$ cat config.mk
export PLATFORM = sky130hd
export DESIGN_NAME = univ_shreg
export DESIGN_NICKNAME = d
export VERILOG_FILES = /design/src/rtl/usr_pkg.sv /design/src/rtl/usr_mux4.sv /design/src/rtl/usr_dff_clr.sv /design/src/rtl/usr_cell.sv /design/src/rtl/univ_shreg.sv
export SDC_FILE = /design/constraint.sdc
export NUM_CORES = 1
export LEC_CHECK = 0
export BUFFER_PORTS_ARGS = -buffer_cell sky130_fd_sc_hd__buf_2
export CORE_AREA = 2 2 39 41
export DETAILED_ROUTE_END_ITERATION = 10
export DIE_AREA = 0 0 41 43
export MAX_ROUTING_LAYER = met4
export PLACE_DENSITY = 0.43
export SLEW_MARGIN = 10
export SYNTH_ARGS = -nofsm -noshare
export SYNTH_HDL_FRONTEND = slang
export SYNTH_SLANG_ARGS = --single-unit
$ cat constraint.sdc
create_clock -name clk -period 1.09 [get_ports clk]
set_clock_uncertainty 0.1 [all_clocks]
set_input_delay 0.1635 -clock clk [delete_from_list [all_inputs] [get_ports clk]]
set_output_delay 0.1635 -clock clk [all_outputs]
set_load 0.02 [all_outputs]
$ cat src/rtl/usr_pkg.sv
package usr_pkg;
  typedef enum logic [1:0] {
    M_HOLD = 2'b00,
    M_SHR  = 2'b01,
    M_SHL  = 2'b10,
    M_LOAD = 2'b11
  } mode_e;
endpackage

$ cat src/rtl/usr_mux4.sv
module usr_mux4 (
  input  usr_pkg::mode_e sel,
  input  logic           keep_i,
  input  logic           lo_i,
  input  logic           hi_i,
  input  logic           par_i,
  output logic           y_o
);
  always_comb begin
    unique case (sel)
      usr_pkg::M_HOLD: y_o = keep_i;
      usr_pkg::M_SHR:  y_o = lo_i;
      usr_pkg::M_SHL:  y_o = hi_i;
      default:         y_o = par_i;
    endcase
  end
endmodule

$ cat src/rtl/usr_dff_clr.sv
module usr_dff_clr (
  input  logic clk,
  input  logic clr_n,
  input  logic d_i,
  output logic q_o
);
  always_ff @(posedge clk or negedge clr_n) begin
    if (!clr_n) q_o <= 1'b0;
    else        q_o <= d_i;
  end
endmodule

$ cat src/rtl/usr_cell.sv
module usr_cell (
  input  logic           clk,
  input  logic           clr_n,
  input  usr_pkg::mode_e sel,
  input  logic           lo_i,
  input  logic           hi_i,
  input  logic           par_i,
  output logic           q_o
);
  logic d_w;

  usr_mux4 mux_i (
    .sel(sel), .keep_i(q_o), .lo_i(lo_i), .hi_i(hi_i), .par_i(par_i), .y_o(d_w)
  );

  usr_dff_clr ff_i (
    .clk(clk), .clr_n(clr_n), .d_i(d_w), .q_o(q_o)
  );
endmodule

$ cat src/rtl/univ_shreg.sv
module univ_shreg #(
  parameter int W = 4
) (
  input  logic         clk,
  input  logic         clr_n,
  input  logic [1:0]   mode,
  input  logic         ser_r,
  input  logic         ser_l,
  input  logic [W-1:0] par_d,
  output logic [W-1:0] q
);
  localparam int TOP = W - 1;

  usr_pkg::mode_e sel_w;
  assign sel_w = usr_pkg::mode_e'(mode);

  for (genvar i = 0; i < W; i++) begin : g_bit
    logic lo_w, hi_w;
    if (i == 0) begin : g_lo_end
      assign lo_w = ser_r;
    end else begin : g_lo_mid
      assign lo_w = q[i-1];
    end
    if (i == TOP) begin : g_hi_end
      assign hi_w = ser_l;
    end else begin : g_hi_mid
      assign hi_w = q[i+1];
    end
    usr_cell cell_i (
      .clk(clk), .clr_n(clr_n), .sel(sel_w),
      .lo_i(lo_w), .hi_i(hi_w), .par_i(par_d[i]), .q_o(q[i])
    );
  end


  hold_keeps_chk: assert property (@(posedge clk) disable iff (!clr_n)
    mode == 2'b00 |=> $stable(q));

  load_copy_chk: assert property (@(posedge clk) disable iff (!clr_n)
    mode == 2'b11 |=> q == $past(par_d));

  shr_step_chk: assert property (@(posedge clk) disable iff (!clr_n)
    mode == 2'b01 |=> q == {$past(q[W-2:0]), $past(ser_r)});

  shl_step_chk: assert property (@(posedge clk) disable iff (!clr_n)
    mode == 2'b10 |=> q == {$past(ser_l), $past(q[W-1:1])});

  clear_zero_chk: assert property (@(posedge clk) !clr_n |-> q == '0);
endmodule

==> impl_metrics.env <==
export IMPL_gp_congestion=0.6638
export IMPL_cap_violations=0
export IMPL_cts_buffers=3
export IMPL_vias_per_cell=4.284
export IMPL_grt_max_degree=9
export IMPL_overflow=0
export IMPL_pwr_share_clk_pct=27.3
export IMPL_die_w_um=41
export IMPL_synth_cell_types=8
export IMPL_grt_pass1_vias=274
export IMPL_power_frac_comb_pct=43.5
export IMPL_top_regs="g_bit.cell_i.ff_i.q_o: 4 flops"
export IMPL_hold_viol_final=0
export IMPL_critPathKind="reg2out"
export IMPL_period_share_pct=103.1
export IMPL_rr_worst_depth=3
export IMPL_rows=14
export IMPL_pwr_share_seq_pct=29.2
export IMPL_area_growth_pct=74.03
export IMPL_violations="negative setup slack"
export IMPL_finalWorstSetupSlack_ns=-0.03407
export IMPL_finalSetupViolCount=2
export IMPL_status="finished, violations left"
export IMPL_min_path_cells=3
export IMPL_critPathCaptureType="primary output"
export IMPL_tritoncts="done"
export IMPL_largest_register_ffs=4
export IMPL_cts_num_sinks=4
export IMPL_synth_top_cell_by_area="dfrtp_1"
export IMPL_syn_area_um2=289.0
export IMPL_synth_most_common_cell="nor3_1"
export IMPL_net_switching_power_mw=0.2021
export IMPL_coreArea_um2=1384
export IMPL_r2r_start="g_bit[2].cell_i.ff_i.q_o$_DFFE_PN0P_"
export IMPL_die_h_um=43
export IMPL_min_path_type="in2reg"
export IMPL_rsz0062_at_grt="true"
export IMPL_min_period_ns=1.124
export IMPL_synth_nets=43
export IMPL_sw_frac_of_total_pct=30.47
export IMPL_num_antenna_cells=0
export IMPL_remaining_drc_errors=0
export IMPL_clockBufferDepth=2
export IMPL_async_flop_share_pct=100.0
export IMPL_p_total_mw=0.6633
export IMPL_clock_fmax_mhz=889.6
export IMPL_ys_warn_count=0
export IMPL_slew_limit_headroom_pct=83.90
export IMPL_hold_end="g_bit[3].cell_i.ff_i.q_o$_DFFE_PN0P_"
export IMPL_cts_root_buffer="clkbuf_4"
export IMPL_wire_per_inst_um=10.64
export IMPL_postPlaceCellArea_um2=379.1
export IMPL_nNetsFinal=66
export IMPL_r2r_slack_ns=0.04
export IMPL_htree_levels=1
export IMPL_vias=287
export IMPL_finalInstanceArea_um2=503.0
export IMPL_syn_area_per_cell_um2=9.634
export IMPL_synthTopCellsByCount="8 x nor3_1, 4 x a221oi_1, 4 x buf_4, 4 x dfrtp_1, 4 x nor2b_1"
export IMPL_grt_usage_pct=10.21
export IMPL_synth_edf_count=0
export IMPL_ir_drop_uv=284.3
export IMPL_p_leak_nw=0.2422
export IMPL_antenna_found_initial=0
export IMPL_start_util_pct=20.89
export IMPL_hold_ws_ns=0.1189
export IMPL_pin_count=14
export IMPL_power_density_nw_per_um2=1319
export IMPL_ys_flop_type="dfrtp_1"
export IMPL_drv_slew=0
export IMPL_synth_area_leaders="dfrtp_1 35%, nor3_1 14%, ha_1 13%"
export IMPL_r2r_end="g_bit[3].cell_i.ff_i.q_o$_DFFE_PN0P_"
export IMPL_wl_um=713
export IMPL_ys_seq_elements=4
export IMPL_arrival_ns=0.86
export IMPL_cp_start_kind="flop"
export IMPL_seq_area_frac_synth_pct=34.63
export IMPL_clk_latency_ns=0.23
export IMPL_synthCells=30
export IMPL_grt_pass1_wl_um=1069
export IMPL_worst_ep_required_time_ns=0.83
export IMPL_dr_pass1_iters=2
export IMPL_hpwl_um=522.6
export IMPL_dieArea_um2=1763
export IMPL_worst_pin_slew_ns=0.2415
export IMPL_crit_fanout=2
export IMPL_dp_worst_setup_slack_ns=-0.1704
export IMPL_postRouteAntennaNets=0
export IMPL_clkTransAtPathRegs_ns=0.04
export IMPL_hold_start="par_d[3]"
export IMPL_synth_top_area_share_pct=34.63
export IMPL_drt_iter0_markers=3
export IMPL_largest_register="g_bit.cell_i.ff_i.q_o"
export IMPL_portBuffers=13
export IMPL_internal_power_mw=0.4612
export IMPL_drive_gt1_share_pct=58.82
[worst max-delay path by stage]
stage / from / end / slack, ns / depth (start not counted)
4_1_cts: g_bit[2].cell_i.ff_i.q_o$_DFFE_PN0P_ / q[2] / -0.04 / 2
2_1_floorplan: mode[0] / g_bit[0].cell_i.ff_i.q_o$_DFFE_PN0P_ / 0.02 / 5
3_3_place_gp: mode[1] / g_bit[3].cell_i.ff_i.q_o$_DFFE_PN0P_ / -0.15 / 6
6_report: g_bit[1].cell_i.ff_i.q_o$_DFFE_PN0P_ / q[1] / -0.03 / 2
3_5_place_dp: mode[0] / g_bit[3].cell_i.ff_i.q_o$_DFFE_PN0P_ / -0.17 / 6
5_1_grt: g_bit[1].cell_i.ff_i.q_o$_DFFE_PN0P_ / q[1] / -0.05 / 2
[power groups by stage]
| stage | clock, mW | sequential, mW | combinational (mW) |
|---|---|---|---|
| 2_1_floorplan | 0 | 0.193 | 0.140 |
| 3_3_place_gp | 0 | 0.198 | 0.180 |
| 3_5_place_dp | 0 | 0.196 | 0.181 |
| 4_1_cts | 0.187 | 0.192 | 0.237 |
| 5_1_grt | 0.203 | 0.196 | 0.311 |
| 6_report | 0.181 | 0.194 | 0.288 |
[cell usage in the layout (no fill, tap or decap)]
cell type and count:
a221oi_2 4, buf_2 9, buf_4 7, buf_6 5
clkbuf_4 3, dfrtp_1 4, dlygate4sd3_1 1, ha_1 2
ha_4 1, inv_1 2, nand2b_4 1, nor2b_1 4
nor3_1 8
[timing repair]
item,4_1_cts,5_1_grt
setup endpoints to repair,2,7
endpoints found under the hold margin,4,0
buffers inserted,2,3
hold buffers,1,0
pin swaps,1,7
gates resized for setup,7,6
[critical path, stage by stage, from the launching register on]
cell	delay (ns)
dfrtp_1	0.39
buf_6	0.12
buf_6	0.12
[layer usage]
layer | routed length, um | GRT usage [%] | vias to the layer above
met2 | 336 | 14.06 | 11
met3 | 37 | 0 | 4
met1 | 292 | 10.68 | 122
met4 | 47 | 14.00 | 0
met5 | 0 | - | -
li1 | - | - | 150
[per-stage QoR]
stage	std cells	utilization, %	setup TNS, ns
after floorplan	30	-	0
after detailed placement	58	27.40	-0.5843
after global placement	58	27.40	-0.5745
final	67	36.35	-0.05880
after CTS	64	32.91	-0.07072
after global routing	67	36.35	-0.1372
[cell type report]
class / instances / area, um2
Inverter: 2 / 7.507
Timing Repair Buffer: 22 / 163.9
Sequential cell: 4 / 100.1
Fill cell: 148 / 880.8
Clock buffer: 3 / 22.52
Tap cell: 16 / 20.02
Multi-Input combinational cell: 20 / 188.9
[cells by family after synthesis]
group,after synthesis,synth area share (%)
flip-flops,4,34.63
adder cells (fa/ha/maj),3,12.99
buffers and inverters,6,12.99
AO/OA/AOI/OAI,4,12.12
AND/OR/NAND/NOR,13,27.27
No activity file was read; power rests on OpenSTA's default activity.
